**src/rtl/lcd_reg_pkg.sv**
```systemverilog
package lcd_reg_pkg;
  localparam int FRAME_BITS   = 24;
  localparam int PAYLOAD_BITS = 16;
  localparam int IDX_BITS     = 8;
  localparam int HDR_BITS     = FRAME_BITS - PAYLOAD_BITS;
  localparam logic [HDR_BITS-3:0] DEV_TAG = 6'h1D;

  typedef enum logic [1:0] {
    CODE_IDX_WR  = 2'd0,
    CODE_STAT_RD = 2'd1,
    CODE_DAT_WR  = 2'd2,
    CODE_DAT_RD  = 2'd3
  } sel_code_e;

  typedef enum logic [2:0] {
    ST_IDLE,
    ST_LEAD,
    ST_LOW,
    ST_HIGH,
    ST_TRAIL
  } phase_e;

  function automatic logic [FRAME_BITS-1:0] make_frame(sel_code_e code,
                                                        logic [PAYLOAD_BITS-1:0] payload);
    return {DEV_TAG, code, payload};
  endfunction
endpackage

```
**src/rtl/lcd_half_timer.sv**
```systemverilog
module lcd_half_timer #(
  parameter int HALF_CYCLES = 4
) (
  input  logic clk_i,
  input  logic rst_ni,
  input  logic start_i,
  output logic tick_o
);
  localparam int CW = (HALF_CYCLES > 1) ? $clog2(HALF_CYCLES) : 1;
  localparam logic [CW-1:0] RELOAD = CW'(HALF_CYCLES - 1);

  logic [CW-1:0] cnt_q;

  always_ff @(posedge clk_i or negedge rst_ni) begin
    if (!rst_ni)             cnt_q <= '0;
    else if (start_i)        cnt_q <= RELOAD;
    else if (cnt_q != '0)    cnt_q <= cnt_q - 1'b1;
  end

  assign tick_o = (cnt_q == '0);

  AST_TICK_AFTER_START: assert property (@(posedge clk_i) disable iff (!rst_ni)
    start_i |=> (tick_o == (HALF_CYCLES == 1)));
endmodule

```
**src/rtl/lcd_frame_shift.sv**
```systemverilog
module lcd_frame_shift #(
  parameter int BITS = 24,
  parameter int KEEP = 16
) (
  input  logic            clk_i,
  input  logic            rst_ni,
  input  logic            load_i,
  input  logic [BITS-1:0] load_word_i,
  input  logic            shift_i,
  input  logic            sample_i,
  input  logic            miso_i,
  output logic            mosi_bit_o,
  output logic            last_o,
  output logic [KEEP-1:0] rx_o
);
  localparam int CW = $clog2(BITS);
  localparam logic [CW-1:0] LAST_IDX = CW'(BITS - 1);

  logic [BITS-1:0] tx_q;
  logic [KEEP-1:0] rx_q;
  logic [CW-1:0]   left_q;

  always_ff @(posedge clk_i or negedge rst_ni) begin
    if (!rst_ni) begin
      tx_q   <= '1;
      rx_q   <= '0;
      left_q <= '0;
    end else if (load_i) begin
      tx_q   <= load_word_i;
      rx_q   <= '0;
      left_q <= LAST_IDX;
    end else begin
      if (shift_i) begin
        tx_q   <= {tx_q[BITS-2:0], 1'b1};
        left_q <= left_q - 1'b1;
      end
      if (sample_i) rx_q <= {rx_q[KEEP-2:0], miso_i};
    end
  end

  assign mosi_bit_o = tx_q[BITS-1];
  assign last_o     = (left_q == '0);
  assign rx_o       = rx_q;

  AST_NO_OVERSHIFT: assert property (@(posedge clk_i) disable iff (!rst_ni)
    shift_i |-> !last_o);
endmodule

```
**src/rtl/lcd_reg_engine.sv**
```systemverilog
module lcd_reg_engine
  import lcd_reg_pkg::*;
#(
  parameter int HALF_CYCLES = 4
) (
  input  logic                    clk_i,
  input  logic                    rst_ni,
  input  logic                    req_i,
  input  logic                    rd_i,
  input  logic [IDX_BITS-1:0]     idx_i,
  input  logic [PAYLOAD_BITS-1:0] wdata_i,
  output logic                    busy_o,
  output logic                    done_o,
  output logic [PAYLOAD_BITS-1:0] rdata_o,
  output logic                    spi_csn_o,
  output logic                    spi_sclk_o,
  output logic                    spi_mosi_o,
  input  logic                    spi_miso_i
);
  localparam int PAD_BITS = PAYLOAD_BITS - IDX_BITS;

  phase_e                  state_q, state_d;
  logic                    second_q, rd_q, done_q;
  logic [PAYLOAD_BITS-1:0] wdata_q, rdata_q;
  logic                    tick, start, load, shift, sample, fin, last_bit, mosi_bit;
  logic [FRAME_BITS-1:0]   load_word;
  logic [PAYLOAD_BITS-1:0] rx_word;

  lcd_half_timer #(.HALF_CYCLES(HALF_CYCLES)) u_timer (
    .clk_i, .rst_ni, .start_i(start), .tick_o(tick)
  );

  lcd_frame_shift #(.BITS(FRAME_BITS), .KEEP(PAYLOAD_BITS)) u_shift (
    .clk_i, .rst_ni,
    .load_i(load), .load_word_i(load_word),
    .shift_i(shift), .sample_i(sample), .miso_i(spi_miso_i),
    .mosi_bit_o(mosi_bit), .last_o(last_bit), .rx_o(rx_word)
  );

  always_comb begin
    state_d   = state_q;
    start     = 1'b0;
    load      = 1'b0;
    shift     = 1'b0;
    sample    = 1'b0;
    fin       = 1'b0;
    load_word = '1;
    unique case (state_q)
      ST_IDLE: if (req_i) begin
        state_d   = ST_LEAD;
        start     = 1'b1;
        load      = 1'b1;
        load_word = make_frame(CODE_IDX_WR, {{PAD_BITS{1'b0}}, idx_i});
      end
      ST_LEAD: if (tick) begin
        state_d = ST_LOW;
        start   = 1'b1;
      end
      ST_LOW: if (tick) begin
        state_d = ST_HIGH;
        start   = 1'b1;
        sample  = 1'b1;
      end
      ST_HIGH: if (tick) begin
        start = 1'b1;
        if (last_bit) state_d = ST_TRAIL;
        else begin
          shift   = 1'b1;
          state_d = ST_LOW;
        end
      end
      ST_TRAIL: if (tick) begin
        if (!second_q) begin
          state_d   = ST_LEAD;
          start     = 1'b1;
          load      = 1'b1;
          load_word = rd_q ? make_frame(CODE_DAT_RD, '0)
                           : make_frame(CODE_DAT_WR, wdata_q);
        end else begin
          state_d = ST_IDLE;
          fin     = 1'b1;
        end
      end
      default: state_d = ST_IDLE;
    endcase
  end

  always_ff @(posedge clk_i or negedge rst_ni) begin
    if (!rst_ni) begin
      state_q  <= ST_IDLE;
      second_q <= 1'b0;
      rd_q     <= 1'b0;
      wdata_q  <= '0;
      rdata_q  <= '0;
      done_q   <= 1'b0;
    end else begin
      state_q <= state_d;
      done_q  <= fin;
      if (state_q == ST_IDLE && req_i) begin
        rd_q     <= rd_i;
        wdata_q  <= wdata_i;
        second_q <= 1'b0;
      end
      if (state_q == ST_TRAIL && tick) second_q <= 1'b1;
      if (fin && rd_q) rdata_q <= rx_word;
    end
  end

  assign busy_o     = (state_q != ST_IDLE);
  assign done_o     = done_q;
  assign rdata_o    = rdata_q;
  assign spi_csn_o  = !(state_q inside {ST_LEAD, ST_LOW, ST_HIGH});
  assign spi_sclk_o = (state_q != ST_LOW);
  assign spi_mosi_o = (state_q inside {ST_LOW, ST_HIGH}) ? mosi_bit : 1'b1;

  AST_IDLE_PINS_HIGH: assert property (@(posedge clk_i) disable iff (!rst_ni)
    !busy_o |-> (spi_csn_o && spi_sclk_o && spi_mosi_o));
  AST_SCLK_ONLY_SELECTED: assert property (@(posedge clk_i) disable iff (!rst_ni)
    !spi_sclk_o |-> !spi_csn_o);
  AST_MOSI_HELD_ON_RISE: assert property (@(posedge clk_i) disable iff (!rst_ni)
    ($rose(spi_sclk_o) && !spi_csn_o) |-> $stable(spi_mosi_o));
  AST_REQ_IGNORED_BUSY: assert property (@(posedge clk_i) disable iff (!rst_ni)
    (busy_o && $past(busy_o)) |-> ($stable(rd_q) && $stable(wdata_q)));
  AST_DONE_ONE_CYCLE: assert property (@(posedge clk_i) disable iff (!rst_ni)
    done_o |=> !done_o);
  AST_DONE_NOT_BUSY: assert property (@(posedge clk_i) disable iff (!rst_ni)
    done_o |-> !busy_o);
endmodule

```
**config.mk**
```make
export PLATFORM = sky130hd
export DESIGN_NAME = lcd_reg_engine
export DESIGN_NICKNAME = d
export VERILOG_FILES = /design/src/rtl/lcd_reg_pkg.sv /design/src/rtl/lcd_half_timer.sv /design/src/rtl/lcd_frame_shift.sv /design/src/rtl/lcd_reg_engine.sv
export SDC_FILE = /design/constraint.sdc
export NUM_CORES = 1
export LEC_CHECK = 0
export ABC_AREA = 1
export ABC_CLOCK_PERIOD_IN_PS = 3850
export BUFFER_PORTS_ARGS = -buffer_cell sky130_fd_sc_hd__buf_2
export CAP_MARGIN = 20
export CORE_MARGIN = 3
export CORE_UTILIZATION = 52
export DETAILED_ROUTE_END_ITERATION = 8
export PLACE_DENSITY = 0.71
export SETUP_SLACK_MARGIN = 0.02
export SLEW_MARGIN = 20
export SYNTH_ARGS = -nofsm -noshare
export SYNTH_HDL_FRONTEND = slang
export SYNTH_HIERARCHICAL = 1
export SYNTH_SLANG_ARGS = --single-unit
```
**constraint.sdc**
```tcl
create_clock -name clk_i -period 3.85 [get_ports clk_i]
set_input_delay 1.155 -clock clk_i [delete_from_list [all_inputs] [get_ports clk_i]]
set_output_delay 1.155 -clock clk_i [all_outputs]
set_load 0.005 [all_outputs]
```
==> metrics.cfg, run 1 <==
[status]
status=finished, final reports clean

[detailed_routing]
viasPerCell=5.09
antenna_left=0
dr.max_layer_used=met4
drc_errors=0
dr.pass1.iters=5
wl_met1_mm=3.77
wl_met3_um=248
wl_met2_mm=3.93
routedWlPerCell_um=13.1
drt_iter0_drc=135
wirelength_mm=8.09
vias=3148

[clock_tree]
cts_root_buf=clkbuf_8
cts_made_buffers=9
numClockSinks=85
postCtsSetupBuffers=0
cts_tree=yes
ctsResizeCount=0
cts_hold_buf=0
clock_latency_ps=370
clk_pin_slew_ps=100
htree_levels=3
cts_buffer_depth=2

[synthesis]
yosysTopAreaCellShare_pct=38.0
netlist_area_um2=4020
synth_area_leaders=dfrtp_1 (38%), nand2_1 (17%), dfstp_2 (16%), nand3_1 (7.2%), o21ai_2 (3.5%)
synth_flop_cell=dfrtp_1
ys_async_sr_fraction_pct=100
synth_cells=470
ys_seq_elements=85
synth_warnings=6
ys_types=31
ys_seq_area_share_pct=53.7
avgSynthCellArea_um2=8.55
synth-edff-count=0
yosysTopAreaCell=dfrtp_1

[setup_path]
worstRegToRegCells=10
cpPeakStageDelay_ps=390
r2r-end=u_shift/left_q[1]$_DFFE_PN0P_
cp_max_fo=38
critical_path_class=register to register
crit_chain=inv_1 > ha_1 > inv_1 > nor2_2 > nand2_4 > nand2_4 > inv_2 > nand2_1 > inv_2 > a22oi_1
cp-start-kind=register
critPathSlowestCell=dfrtp_1
crit_path_start=u_timer/cnt_q[0]$_DFFE_PN0P_
critPathBufInv=4
regToRegStartpoint=u_timer/cnt_q[0]$_DFFE_PN0P_
crit_path_end_kind=register
required_ps=4130
r2r_setup_slack_ps=1240
path_delay_family=simple AND/OR/NAND/NOR gates
arrival_ps=2880

[global_routing]
grt_max_degree=83
track_usage_pct=20.3
overflow=0
antenna_found_initial=0
grt_pass1_wl_mm=14.2
grt_pass1_vias=3096

[flow_run]
maxCapViolations=0

[die]
dieWidth_um=93.9
die_h_um=93.9
core_area_um2=7370
dieArea_um2=8820
rows=31
io-pin-count=50
initial_utilization_pct=54.5

[place]
port_buffers=49
placed_area_um2=4260
gp_congestion=0.819
dp_hpwl_mm=5.33

[sta]
setup_viol=0
min_period_ps=2610
post-route-period-util_pct=67.7
hold_viol=0
setup_tns_ps=0
skew_ps=12.0
slew_headroom_pct=33.5
rsz0062_at_grt=false
tightest_slew_ps=998
drv_slew=0
fmaxAchievable_ghz=0.383

[power]
p_leak_uw=0.00231
powerDensity_nw_per_um2=682
ir_drop_mv=0.390

[final_layout]
fin_nets=546
area_delta_synth_final_pct=10.6
fin_area_um2=4440
fill_cells=678
insertedDiodeCount=0
drive_gt1_share_pct=23.8

[min_path]
hp-class=register to register
hold-path-endpoint=rdata_o[10]$_DFFE_PN0P_
worstHoldPathCells=2
hp-start=rdata_o[10]$_DFFE_PN0P_

## cell usage after synthesis, types with 4 or more instances
| cell type | n |
|---|---|
| a21oi_1 | 11 |
| buf_2 | 6 |
| buf_4 | 6 |
| buf_6 | 7 |
| dfrtp_1 | 61 |
| dfstp_2 | 24 |
| inv_1 | 31 |
| inv_2 | 5 |
| nand2_1 | 182 |
| nand2_4 | 4 |
| nand3_1 | 58 |
| nor2_1 | 20 |
| o21a_1 | 6 |
| o21ai_0 | 12 |
| o21ai_2 | 16 |
## kinds of logic (layout without fill, tap and decap cells)
| kind of cell | Yosys count | after routing | synth area share [%] |
|---|---|---|---|
| fa+ha+maj | 2 | 2 | 0.623 |
| simple gates | 274 | 274 | 29.5 |
| flops | 85 | 85 | 53.7 |
| buf+inv | 58 | 105 | 7.75 |
| compound gates | 50 | 50 | 8.31 |
| other cells | 1 | 4 | 0.0933 |
## through the flow
stage / total power, uW / hold WS [ps] / std cells / util, % / setup WS (ps)
2_1_floorplan: 2230 / 438 / 473 / - / 1560
3_3_place_gp: 2390 / 450 / 603 / 57.7 / 1170
3_5_place_dp: 2440 / 453 / 603 / 57.7 / 1100
4_1_cts: 3060 / 478 / 619 / 60.3 / 1250
5_1_grt: 3270 / 498 / 619 / 60.3 / 971
6_report: 3030 / 472 / 619 / 60.3 / 1240
## how the worst max path moves through the flow
stage                                     to  slack (ps)  cells past startpoint
6_report       u_shift/left_q[1]$_DFFE_PN0P_        1240                     10
3_5_place_dp   u_shift/left_q[1]$_DFFE_PN0P_        1100                      7
2_1_floorplan   u_shift/rx_o[15]$_DFFE_PN0P_        1560                     10
5_1_grt        u_shift/left_q[1]$_DFFE_PN0P_         970                     10
3_3_place_gp   u_shift/left_q[1]$_DFFE_PN0P_        1170                      7
4_1_cts        u_shift/left_q[1]$_DFFE_PN0P_        1250                     10
## placed cells by master (no fill, tap or decap), drive strengths merged
master / synthesis / layout
a21oi: 11 / 11
nand3b: 1 / 1
ha: 2 / 2
nand3: 60 / 60
nor3: 1 / 1
or2: 1 / 1
o211ai: 2 / 2
a22oi: 1 / 1
buf: 20 / 53
o22ai: 1 / 1
o21a: 6 / 6
nor2: 24 / 24
nand2: 186 / 186
inv: 36 / 40
o21ai: 29 / 29
dfstp: 24 / 24
dfrtp: 61 / 61
clkinvlp: 0 / 3
conb: 1 / 4
clkbuf: 2 / 9
nand4: 1 / 1
## power breakdown
| part | switching, uW | internal, uW | leakage [uW] |
|---|---|---|---|
| clock network | 366 | 250 | 0.0000878 |
| logic | 623 | 331 | 0.00118 |
| registers | 191 | 1270 | 0.00104 |
| total | 1180 | 1850 | 0.00231 |
## flip-flops by register name, indices dropped and copies added (netlist names)
signal          flops
second_q            1
u_shift/rx_o       16
u_timer/cnt_q       2
state_q             3
rd_q                1
u_shift/tx_q       24
u_shift/left_q      5
rdata_o            16
done_o              1
wdata_q            16
## worst min-delay path, delay by kind of cell, from the launching register on
kind             cells  cell delay [ps]
DFF                  1              350
and+or+nand+nor      2              100
## metal layers
metal	track usage, %	vias up
li1	-	1583
met1	26.6	1506
met5	0	-
met2	33.1	49
met4	8.78	0
met3	3.77	10
## cell type report
type | count | area (um2) | share of cell area [%]
Clock buffer | 9 | 124 | 2.79
Clock inverter | 7 | 65.1 | 1.46
Inverter | 36 | 135 | 3.04
Multi-Input combinational cell | 330 | 1560 | 35.1
Sequential cell | 85 | 2160 | 48.5
Tap cell | 99 | 124 | 2.79
Timing Repair Buffer | 53 | 278 | 6.25
(Power assumes the default switching activity.)
==> inputs of run 2 (changes only) <==
--- a/config.mk
+++ b/config.mk
@@ -6,7 +6,7 @@
 export NUM_CORES = 1
 export LEC_CHECK = 0
 export ABC_AREA = 1
-export ABC_CLOCK_PERIOD_IN_PS = 3850
+export ABC_CLOCK_PERIOD_IN_PS = 2700
 export BUFFER_PORTS_ARGS = -buffer_cell sky130_fd_sc_hd__buf_2
 export CAP_MARGIN = 20
 export CORE_MARGIN = 3
==> constraint.sdc (replaced) <==
create_clock -name clk_i -period 2.7 [get_ports clk_i]
set_input_delay 0.81 -clock clk_i [delete_from_list [all_inputs] [get_ports clk_i]]
set_output_delay 0.81 -clock clk_i [all_outputs]
set_load 0.005 [all_outputs]
==> metrics.cfg, run 2 (synthesized netlist as in run 1, its figures left out) <==
[status]
status=finished, final reports clean

[sta]
fmaxAchievable_ghz=0.450
rsz0062_at_grt=false
post-route-period-util_pct=82.3
tightest_slew_ps=571
drv_slew=0
slew_headroom_pct=62.0
setup_tns_ps=0
skew_ps=11.1
hold_viol=0
hold_slack_ps=443
setup_viol=0
min_period_ps=2220

[detailed_routing]
wirelength_mm=7.84
viasPerCell=4.92
vias=3071
routedWlPerCell_um=12.6
antenna_left=0
drc_errors=0
drt_iter0_drc=125
dr.pass1.iters=4

[clock_tree]
numClockSinks=85
cts_root_buf=clkbuf_8
postCtsSetupBuffers=0
clock_latency_ps=350
cts_made_buffers=9
htree_levels=3
ctsResizeCount=0
cts_hold_buf=0
cts_buffer_depth=2
clk_pin_slew_ps=80
cts_tree=yes

[die]
initial_utilization_pct=54.5
rows=31
die_h_um=93.9
io-pin-count=50
core_area_um2=7370
dieWidth_um=93.9
dieArea_um2=8820

[flow_run]
maxCapViolations=0

[final_layout]
final_cell_mix=nand2_1 (182), dfrtp_1 (61), nand3_1 (58)
multi_input_area_um2=1560
insertedDiodeCount=0
area_delta_synth_final_pct=12.0
final_common_cell=nand2_1
fin_area_um2=4500
final-seq-area_um2=2160
largest_register_ffs=24
fin_nets=551
layout.cells.non_filler=624
top_register=u_shift/tx_q
fill_cells=676
drive_gt1_share_pct=24.4

[setup_path]
critical_path_class=register to register
cp-start-kind=register
r2r_setup_slack_ps=480
critPathSlowestCell=dfrtp_1
crit_chain=inv_1 > ha_1 > inv_1 > nor2_2 > nand2_4 > nand2_4 > inv_2 > nand2_1 > inv_2 > nand2_1 > nand3_1
arrival_ps=2500
path_delay_family=simple AND/OR/NAND/NOR gates
required_ps=2970
crit_path_end_kind=register
worstRegToRegCells=11
cpPeakStageDelay_ps=380
critPathBufInv=4
r2r-end=u_shift/tx_q[20]$_DFFE_PN1P_
regToRegStartpoint=u_timer/cnt_q[0]$_DFFE_PN0P_
cp_max_fo=23

[global_routing]
track_usage_pct=19.5
grt_pass1_wl_mm=13.7
grt_pass1_vias=3043
antenna_found_initial=0
grt_max_degree=47
overflow=0

[place]
dp_hpwl_mm=5.41
gp_congestion=0.792
port_buffers=49
placed_area_um2=4290
placed_cells=608

[power]
powerDensity_nw_per_um2=973
p_leak_uw=0.00235
ir_drop_mv=0.449

[min_path]
hp-class=input port to async pin

## run 2: changes by cell type in the layout (fill, tap and decap cells not counted)
cell,delta
clkbuf_1,+1
buf_4,+5
clkbuf_8,+2
inv_8,-3
bufinv_16,+1
clkinvlp_4,-2
clkinv_4,+1
## run 2: how the worst max path moves through the flow
stage,to,slack [ps],depth (start not counted),from
4_1_cts,u_shift/tx_q[20]$_DFFE_PN1P_,480,11,u_timer/cnt_q[0]$_DFFE_PN0P_
5_1_grt,u_shift/left_q[1]$_DFFE_PN0P_,170,10,u_timer/cnt_q[0]$_DFFE_PN0P_
3_5_place_dp,u_shift/left_q[1]$_DFFE_PN0P_,490,10,u_timer/cnt_q[0]$_DFFE_PN0P_
3_3_place_gp,u_shift/left_q[1]$_DFFE_PN0P_,620,7,req_i
2_1_floorplan,u_shift/rx_o[15]$_DFFE_PN0P_,680,13,u_timer/cnt_q[0]$_DFFE_PN0P_
6_report,u_shift/tx_q[20]$_DFFE_PN1P_,480,11,u_timer/cnt_q[0]$_DFFE_PN0P_
## run 2: worst register-to-register path: stages, from the launching register on
cell,delay (ps)
dfrtp_1,380
inv_1,80
ha_1,290
inv_1,170
nor2_2,310
nand2_4,110
nand2_4,150
inv_2,160
nand2_1,130
inv_2,170
nand2_1,110
nand3_1,80
## run 2: cell type report
class / instances / area share, %
repair buffers: 58 / 7.00
clock inverters: 4 / 1.22
multi-input cells: 330 / 34.7
flip-flops and latches: 85 / 47.9
well taps: 99 / 2.75
inverters: 36 / 3.00
clock buffers: 12 / 3.45
## run 2: report_power, final
group | leakage (uW) | internal (uW) | switching [uW]
Clock | 0.000103 | 484 | 447
Sequential | 0.00104 | 1820 | 256
Combinational | 0.00120 | 491 | 889
Total | 0.00235 | 2790 | 1590
## run 2: layer usage
layer,part of all wire [%],vias up,GRT usage [%]
li1,-,1584,-
met2,49,61,33.1
met1,47,1422,25.2
met4,0.70,0,4.33
met5,0,-,0
met3,4.1,4,5.05
## run 2: per-stage QoR
stage                     util (%)  setup WS (ps)  power (uW)
after floorplan                  -            677        3190
after global placement        58.3            620        3430
after detailed placement      58.3            494        3480
after CTS                     61.1            480        4430
after global routing          61.1            166        4750
final                         61.1            477        4380
